## config.mk

```make
export PLATFORM = sky130hd
export DESIGN_NAME = eos_status_gen
export DESIGN_NICKNAME = d
export VERILOG_FILES = /design/src/rtl/eos_pkg.sv /design/src/rtl/eos_rst_sync.sv /design/src/rtl/eos_fail_latch.sv /design/src/rtl/eos_toggle_pair.sv /design/src/rtl/eos_status_gen.sv
export SDC_FILE = /design/constraint.sdc
export NUM_CORES = 1
export LEC_CHECK = 0
export ABC_CLOCK_PERIOD_IN_PS = 1100
export BUFFER_PORTS_ARGS = -buffer_cell sky130_fd_sc_hd__buf_4
export CAP_MARGIN = 20
export CORE_MARGIN = 2
export CORE_UTILIZATION = 47
export DETAILED_ROUTE_END_ITERATION = 8
export GPL_TIMING_DRIVEN = 1
export HOLD_SLACK_MARGIN = 0.05
export PLACE_DENSITY = 0.83
export SLEW_MARGIN = 20
export SYNTH_ARGS = -nofsm -noshare
export SYNTH_HDL_FRONTEND = slang
export SYNTH_SLANG_ARGS = --single-unit
export TNS_END_PERCENT = 50
```

## constraint.sdc

```tcl
create_clock -name clk -period 1.1 [get_ports clk]
set_input_delay 0.165 -clock clk [delete_from_list [all_inputs] [get_ports clk]]
set_output_delay 0.165 -clock clk [all_outputs]
set_load 0.01 [all_outputs]
```

## src/rtl/eos_pkg.sv

```systemverilog
package eos_pkg;
  localparam int unsigned BYTE_W = 8;

  typedef enum logic [2:0] {
    M_IDLE    = 3'd0,
    M_PROG    = 3'd1,
    M_EWIN    = 3'd2,
    M_ERASE   = 3'd3,
    M_SUSP_RD = 3'd4,
    M_SUSP_PG = 3'd5
  } op_mode_e;

  function automatic logic mode_busy(input op_mode_e m);
    return (m == M_PROG) || (m == M_EWIN) || (m == M_ERASE) || (m == M_SUSP_PG);
  endfunction

  function automatic logic mode_erasing(input op_mode_e m);
    return (m == M_EWIN) || (m == M_ERASE);
  endfunction
endpackage

```

## src/rtl/eos_rst_sync.sv

```systemverilog
module eos_rst_sync (
  input  logic clk,
  input  logic rst_n,
  output logic rst_s
);
  logic [1:0] sh_q;
  logic [1:0] sh_d;

  always_comb sh_d = {sh_q[0], 1'b1};

  always_ff @(posedge clk or negedge rst_n) begin
    if (!rst_n) sh_q <= 2'b00;
    else        sh_q <= sh_d;
  end

  assign rst_s = sh_q[1];
endmodule

```

## src/rtl/eos_fail_latch.sv

```systemverilog
module eos_fail_latch
  import eos_pkg::*;
(
  input  logic     clk,
  input  logic     rst_n,
  input  op_mode_e mode,
  input  logic     limit_hit,
  input  logic     reset_cmd,
  input  logic     bad_prog,
  output logic     err_q,
  output op_mode_e err_mode_q
);
  logic     err_d;
  op_mode_e mode_d;
  logic     set_err;

  always_comb begin
    set_err = !err_q && ((limit_hit && mode_busy(mode)) || (bad_prog && mode == M_PROG));
    err_d   = err_q;
    mode_d  = err_mode_q;
    if (reset_cmd) begin
      err_d = 1'b0;
    end else if (set_err) begin
      err_d  = 1'b1;
      mode_d = mode;
    end
  end

  always_ff @(posedge clk or negedge rst_n) begin
    if (!rst_n) begin
      err_q      <= 1'b0;
      err_mode_q <= M_IDLE;
    end else begin
      err_q      <= err_d;
      err_mode_q <= mode_d;
    end
  end
endmodule

```

## src/rtl/eos_toggle_pair.sv

```systemverilog
module eos_toggle_pair (
  input  logic clk,
  input  logic rst_n,
  input  logic adv_en,
  input  logic adv6,
  input  logic adv2,
  output logic t6_nxt,
  output logic t2_nxt
);
  logic t6_q;
  logic t2_q;

  always_comb begin
    t6_nxt = t6_q ^ (adv_en & adv6);
    t2_nxt = t2_q ^ (adv_en & adv2);
  end

  always_ff @(posedge clk or negedge rst_n) begin
    if (!rst_n) begin
      t6_q <= 1'b0;
      t2_q <= 1'b0;
    end else if (adv_en) begin
      t6_q <= t6_nxt;
      t2_q <= t2_nxt;
    end
  end
endmodule

```

## src/rtl/eos_status_gen.sv

```systemverilog
module eos_status_gen
  import eos_pkg::*;
#(
  parameter int unsigned NSECT  = 16,
  parameter int unsigned SECT_W = (NSECT > 1) ? $clog2(NSECT) : 1
) (
  input  logic                 clk,
  input  logic                 rst_n,
  input  logic [2:0]           op_mode,
  input  logic                 limit_hit,
  input  logic                 reset_cmd,
  input  logic [NSECT-1:0]     susp_map,
  input  logic                 rd_stb,
  input  logic                 bank_hit,
  input  logic [SECT_W-1:0]    rd_sect,
  input  logic [BYTE_W-1:0]    prog_d,
  input  logic [BYTE_W-1:0]    array_q,
  output logic [BYTE_W-1:0]    status_q
);
  logic        rst_s;
  op_mode_e    mode_in;
  op_mode_e    err_mode;
  op_mode_e    eff_mode;
  logic        err_q;
  logic        rd_q;
  logic        rd_rise;
  logic        hit_rd;
  logic        sect_susp;
  logic        adv6;
  logic        adv2;
  logic        t6_nxt;
  logic        t2_nxt;
  logic        bad_prog;
  logic [BYTE_W-1:0] word_d;
  logic [BYTE_W-1:0] status_d;

  eos_rst_sync u_rst (.clk(clk), .rst_n(rst_n), .rst_s(rst_s));

  assign mode_in  = op_mode_e'(op_mode);
  assign bad_prog = |(prog_d & ~array_q);

  eos_fail_latch u_err (
    .clk(clk), .rst_n(rst_s), .mode(mode_in), .limit_hit(limit_hit),
    .reset_cmd(reset_cmd), .bad_prog(bad_prog), .err_q(err_q), .err_mode_q(err_mode)
  );

  always_ff @(posedge clk or negedge rst_s) begin
    if (!rst_s) rd_q <= 1'b0;
    else        rd_q <= rd_stb;
  end

  always_comb begin
    rd_rise   = rd_stb & ~rd_q;
    hit_rd    = rd_rise & bank_hit;
    eff_mode  = err_q ? err_mode : mode_in;
    sect_susp = susp_map[rd_sect];
    adv6      = mode_busy(eff_mode);
    adv2      = mode_erasing(eff_mode) || (eff_mode == M_SUSP_RD && sect_susp);
  end

  eos_toggle_pair u_tog (
    .clk(clk), .rst_n(rst_s), .adv_en(hit_rd), .adv6(adv6), .adv2(adv2),
    .t6_nxt(t6_nxt), .t2_nxt(t2_nxt)
  );

  always_comb begin
    case (eff_mode)
      M_PROG, M_SUSP_PG: word_d = {~prog_d[7], t6_nxt, err_q, 2'b00, t2_nxt, 2'b00};
      M_EWIN:            word_d = {1'b0, t6_nxt, err_q, 2'b00, t2_nxt, 2'b00};
      M_ERASE:           word_d = {1'b0, t6_nxt, err_q, 2'b01, t2_nxt, 2'b00};
      M_SUSP_RD:         word_d = sect_susp ? {1'b1, t6_nxt, 3'b000, t2_nxt, 2'b00} : array_q;
      default:           word_d = array_q;
    endcase
    status_d = status_q;
    if (rd_rise) status_d = bank_hit ? word_d : array_q;
  end

  always_ff @(posedge clk or negedge rst_s) begin
    if (!rst_s) status_q <= '0;
    else        status_q <= status_d;
  end
endmodule

```

==> flow_summary.rst <==
.. list-table::
   :header-rows: 1

   * - Metric
     - Value
   * - Syn Inst Count
     - 95
   * - Type of origin of the critical path
     - primary input
   * - Worst setup EP type
     - flop
   * - Area used by multi-input combinational logic
     - 551 um2
   * - Maximum fanout count along the critical path
     - 6
   * - Buffer depth of the longest clock path
     - 2
   * - Starting Density
     - 50.4%
   * - Die Area
     - 2540 um2
   * - Largest net degree at the start of global routing
     - 16
   * - Proportion of layout cells with a drive suffix above 1
     - between 50% and 60%
   * - Average cell area after synthesis
     - 10.6 um2
   * - Global-route wire length before repair
     - a little over 5 mm
   * - Most common flop cell mapped by yosys
     - sky130_fd_sc_hd__dfrtp_1
   * - Synthesized-area fraction occupied by xor and xnor cells
     - around 1.7%
   * - Sequential area share after synthesis
     - between 40% and 50%
   * - Dominant cell type by area after synthesis
     - sky130_fd_sc_hd__dfrtp_1
   * - Outcome
     - finished with violations
   * - Type of the worst setup path
     - primary input to flop
   * - Unrepaired setup endpoints after global routing
     - yes
   * - Post-DR vias/cell
     - 5.46
   * - Count of final setup violators
     - 14
   * - Sequential cell area
     - between 400 and 500 um2
   * - Achievable Freq
     - just under 600 MHz
   * - Net count of the mapped netlist
     - 140
   * - Number of enable-type register cells in the synthesized netlist
     - 0
   * - Setup slack after placement
     - -0.996 ns
   * - Final count of pins violating max slew
     - 0
   * - Core ar.
     - 2000 um2
   * - Cell Pwr Density
     - 1150 nW/um2
   * - CP Data Required Time
     - 1.34 ns
   * - Simple-gate portion of the synthesized area
     - around 16%
   * - Total overflow reported by the global router
     - 0
   * - Seq cells post-synth
     - 17
   * - Number of global-route vias before repair
     - 1,148
   * - Most instantiated library cell after synthesis
     - sky130_fd_sc_hd__dfrtp_1
   * - Global routing usage summed across all routing layers
     - 27.5%
   * - Cell with the largest stage delay on the worst path
     - sky130_fd_sc_hd__mux4_2
   * - Fraction of registers with async set or reset after synthesis
     - 100%
   * - Count of filler cells inserted in the layout
     - roughly 120
   * - Failing checks
     - setup timing
   * - Cell types occupying the most area after synthesis
     - sky130_fd_sc_hd__dfrtp_1, sky130_fd_sc_hd__mux4_1, sky130_fd_sc_hd__mux2_2
   * - Part of the cycle the worst path needs
     - 158%
   * - Number of distinct library cell variants in the gate-level netlist after synthesis
     - 34
   * - Fraction of power spent switching nets
     - a little under a third
   * - Share of the synthesized area in the top cell type
     - a little over two fifths
   * - Synth cell count leaders
     - sky130_fd_sc_hd__dfrtp_1, sky130_fd_sc_hd__inv_1, sky130_fd_sc_hd__nand2_1, sky130_fd_sc_hd__nor2_1, sky130_fd_sc_hd__a21oi_1
   * - Worst-case setup margin in the final layout
     - -0.633 ns
   * - Peak supply drop
     - 0.000865 V
   * - Root Buffer Master
     - sky130_fd_sc_hd__clkbuf_4
   * - Final core utilization
     - 84.1%
   * - Pleak
     - 0.839 nW
   * - Internal cell power
     - roughly 1.3 mW
   * - Die height
     - 50.4 um
   * - Clk Latency, worst-skew pair
     - roughly 0.3 ns
   * - Antenna cells
     - 0
   * - Most frequent CP cell
     - sky130_fd_sc_hd__mux4_2
   * - Count of H-tree levels built during CTS
     - 1
   * - CP peak stage delay
     - roughly 0.5 ns
   * - Portion of netlist area occupied by mux cells
     - between 10% and 20%
   * - Count of endpoints failing hold in the final timing report
     - 0
   * - Quantity of I/O buffers inserted on ports
     - 52
   * - Worst hold margin
     - 0.0667 ns
   * - Net switching power
     - approximately 600 uW
   * - Die outline width
     - 50.4 um
   * - Worst setup skew after layout
     - just under 0.009 ns
   * - Dominant combinational cell family by area after synthesis
     - compound AO/OA/AOI/OAI gates
   * - Count of pins on the block boundary
     - 53
   * - Comb power frac
     - around 38%
   * - Worst-path clk slew
     - approximately 0.11 ns
   * - Clock tree from TritonCTS
     - yes
   * - Net count reported at finish
     - 222
   * - Number of detailed-routing iterations run before antenna repair
     - 4
   * - Remaining design rule violation count
     - 0
   * - Clock sink count
     - 17
   * - Detailed-route via count
     - 1,108
   * - Detailed Route WL
     - 3.22 mm
   * - TritonCTS Buffers
     - 3
   * - Post-synthesis cell area
     - a little over 1000 um2
   * - Total number of placement rows
     - 16
   * - Max-cap violations
     - 0
   * - Synth Area in Compound Gates
     - a little under a fifth
   * - Final weighted congestion of routability-driven global placement
     - about 0.78
   * - Wire length per cell
     - about 16 um
   * - Total number of yosys warnings
     - 0
   * - Adder and majority gate portion of the synthesized area
     - 0%
   * - Post-DRT Antenna Nets
     - 0
   * - Part of the power in the clock network
     - between 10% and 20%
   * - Part of the total power dissipated in sequential elements
     - 44.2%
   * - Post-layout min period
     - 1.73 ns
   * - Series of cell instances along the critical path
     - buf_12 -> mux4_2 -> mux4_2 -> or4_4 -> nand2b_4 -> a221o_1
   * - Data arrival time of the critical path
     - 1.97 ns
   * - Initial antenna violation count
     - 0
   * - Detail Placement HPWL
     - ~2.5 mm
   * - Post-route total power
     - a little under 2 mW
   * - Iteration-0 DRC Markers
     - 23
   * - Worst hold path type
     - primary input to flop
   * - Layout area overhead
     - 66.7%
worst paths after layout:
| kind | slack, ns | from | end | depth (start not counted) |
|---|---|---|---|---|
| max in group asynchronous | 0.71 | u_rst.sh_q[1] | u_err.err_q | 1 |
| min in group asynchronous | 0.17 | rst_n | u_rst.sh_q[1] | 2 |
| hold / removal | 0.07 | rd_stb | rd_q | 2 |
| setup reg to reg | -0.56 | u_err.err_mode_q[1] | status_q[3] | 7 |
| hold reg to reg | 0.19 | u_rst.sh_q[1] | u_tog.t6_q | 1 |
| setup / recovery | -0.63 | rd_sect[2] | status_q[5] | 6 |
power groups by stage:
stage                     clock network [mW]  logic (mW)  registers (mW)
after floorplan                            0       0.275           0.870
after global placement                     0       0.645           0.851
after detailed placement                   0       0.674           0.863
after CTS                              0.354       0.695           0.853
after global routing                   0.376       0.790           0.874
final                                  0.349       0.731           0.857
sequential cells by signal, summed over array words and instances, names as in the netlist:
register / count
u_rst.sh_q: 2
u_tog.t6_q: 1
u_tog.t2_q: 1
status_q: 8
u_err.err_mode_q: 3
u_err.err_q: 1
rd_q: 1
repair_timing:
| item | in CTS | in global routing |
|---|---|---|
| endpoints found under the hold margin | 3 | 0 |
| gates resized for setup | 5 | 5 |
| pin swaps | 7 | 3 |
| hold buffers | 2 | 0 |
| setup endpoints to repair | 14 | 14 |
| setup buffers | 0 | 1 |
worst max-delay path: cells and delay by family:
kind,cells,cell delay (ns)
mux,2,0.99
compound gates,1,0.14
simple gates,2,0.58
buf+inv,1,0.09
layout make-up:
class,instances,area share (%)
Timing Repair Buffer,79,36.3
Multi-Input combinational cell,67,32.7
Sequential cell,17,25.4
Inverter,9,2.01
Tap cell,27,2.01
Clock buffer,3,1.34
Clock inverter,1,0.297
kinds of logic after synthesis:
family,after synthesis
compound gates,25
xor+xnor,2
buf+inv,11
flops,17
mux,9
other cells,1
simple gates,30
per-stage QoR:
step / std cells / TNS (ns) / area (um2)
5_1_grt: 203 / -6.80 / 1680
4_1_cts: 202 / -6.22 / 1660
2_1_floorplan: 95 / -7.90 / 995
3_5_place_dp: 196 / -11.26 / 1590
3_3_place_gp: 196 / -10.37 / 1590
6_report: 203 / -6.16 / 1680
layout by cell type, fill, tap and decap left out:
| cell type | n |
|---|---|
| sky130_fd_sc_hd__or2b_1 | 1 |
| sky130_fd_sc_hd__nor3_2 | 1 |
| sky130_fd_sc_hd__inv_1 | 9 |
| sky130_fd_sc_hd__and2b_1 | 1 |
| sky130_fd_sc_hd__o211ai_1 | 1 |
| sky130_fd_sc_hd__a22o_1 | 4 |
| sky130_fd_sc_hd__nor3_1 | 3 |
| sky130_fd_sc_hd__nand3_1 | 4 |
| sky130_fd_sc_hd__a221o_2 | 1 |
| sky130_fd_sc_hd__a22oi_2 | 1 |
| sky130_fd_sc_hd__buf_4 | 76 |
| sky130_fd_sc_hd__dlygate4sd3_1 | 2 |
| sky130_fd_sc_hd__nor3b_1 | 1 |
| sky130_fd_sc_hd__dfrtp_2 | 1 |
| sky130_fd_sc_hd__mux2_2 | 4 |
| sky130_fd_sc_hd__mux4_2 | 5 |
| sky130_fd_sc_hd__clkinv_2 | 1 |
| sky130_fd_sc_hd__a211o_1 | 2 |
| sky130_fd_sc_hd__a221o_1 | 1 |
| sky130_fd_sc_hd__xor2_1 | 2 |
| sky130_fd_sc_hd__o21ai_1 | 1 |
| sky130_fd_sc_hd__clkbuf_4 | 3 |
| sky130_fd_sc_hd__nor2_1 | 7 |
| sky130_fd_sc_hd__a21oi_2 | 1 |
| sky130_fd_sc_hd__o21a_1 | 1 |
| sky130_fd_sc_hd__conb_1 | 1 |
| sky130_fd_sc_hd__nand2_1 | 7 |
| sky130_fd_sc_hd__buf_12 | 1 |
| sky130_fd_sc_hd__o31ai_1 | 1 |
| sky130_fd_sc_hd__nand2b_4 | 1 |
| sky130_fd_sc_hd__a2bb2oi_2 | 1 |
| sky130_fd_sc_hd__and2_1 | 1 |
| sky130_fd_sc_hd__o41ai_2 | 1 |
| sky130_fd_sc_hd__o22ai_1 | 4 |
| sky130_fd_sc_hd__a21oi_1 | 4 |
| sky130_fd_sc_hd__or4_4 | 1 |
| sky130_fd_sc_hd__a221oi_1 | 1 |
| sky130_fd_sc_hd__nor2b_1 | 2 |
| sky130_fd_sc_hd__dfrtp_1 | 16 |
routing by layer:
| metal | global-route usage (%) | vias up | part of all wire (%) |
|---|---|---|---|
| met5 | 0 | - | 0 |
| met4 | 11.7 | 0 | 2.5 |
| met3 | 4.76 | 9 | 6.4 |
| met2 | 52.0 | 58 | 55 |
| met1 | 29.7 | 525 | 36 |
| li1 | - | 516 | - |
No activity file was read; power rests on OpenSTA's default activity.
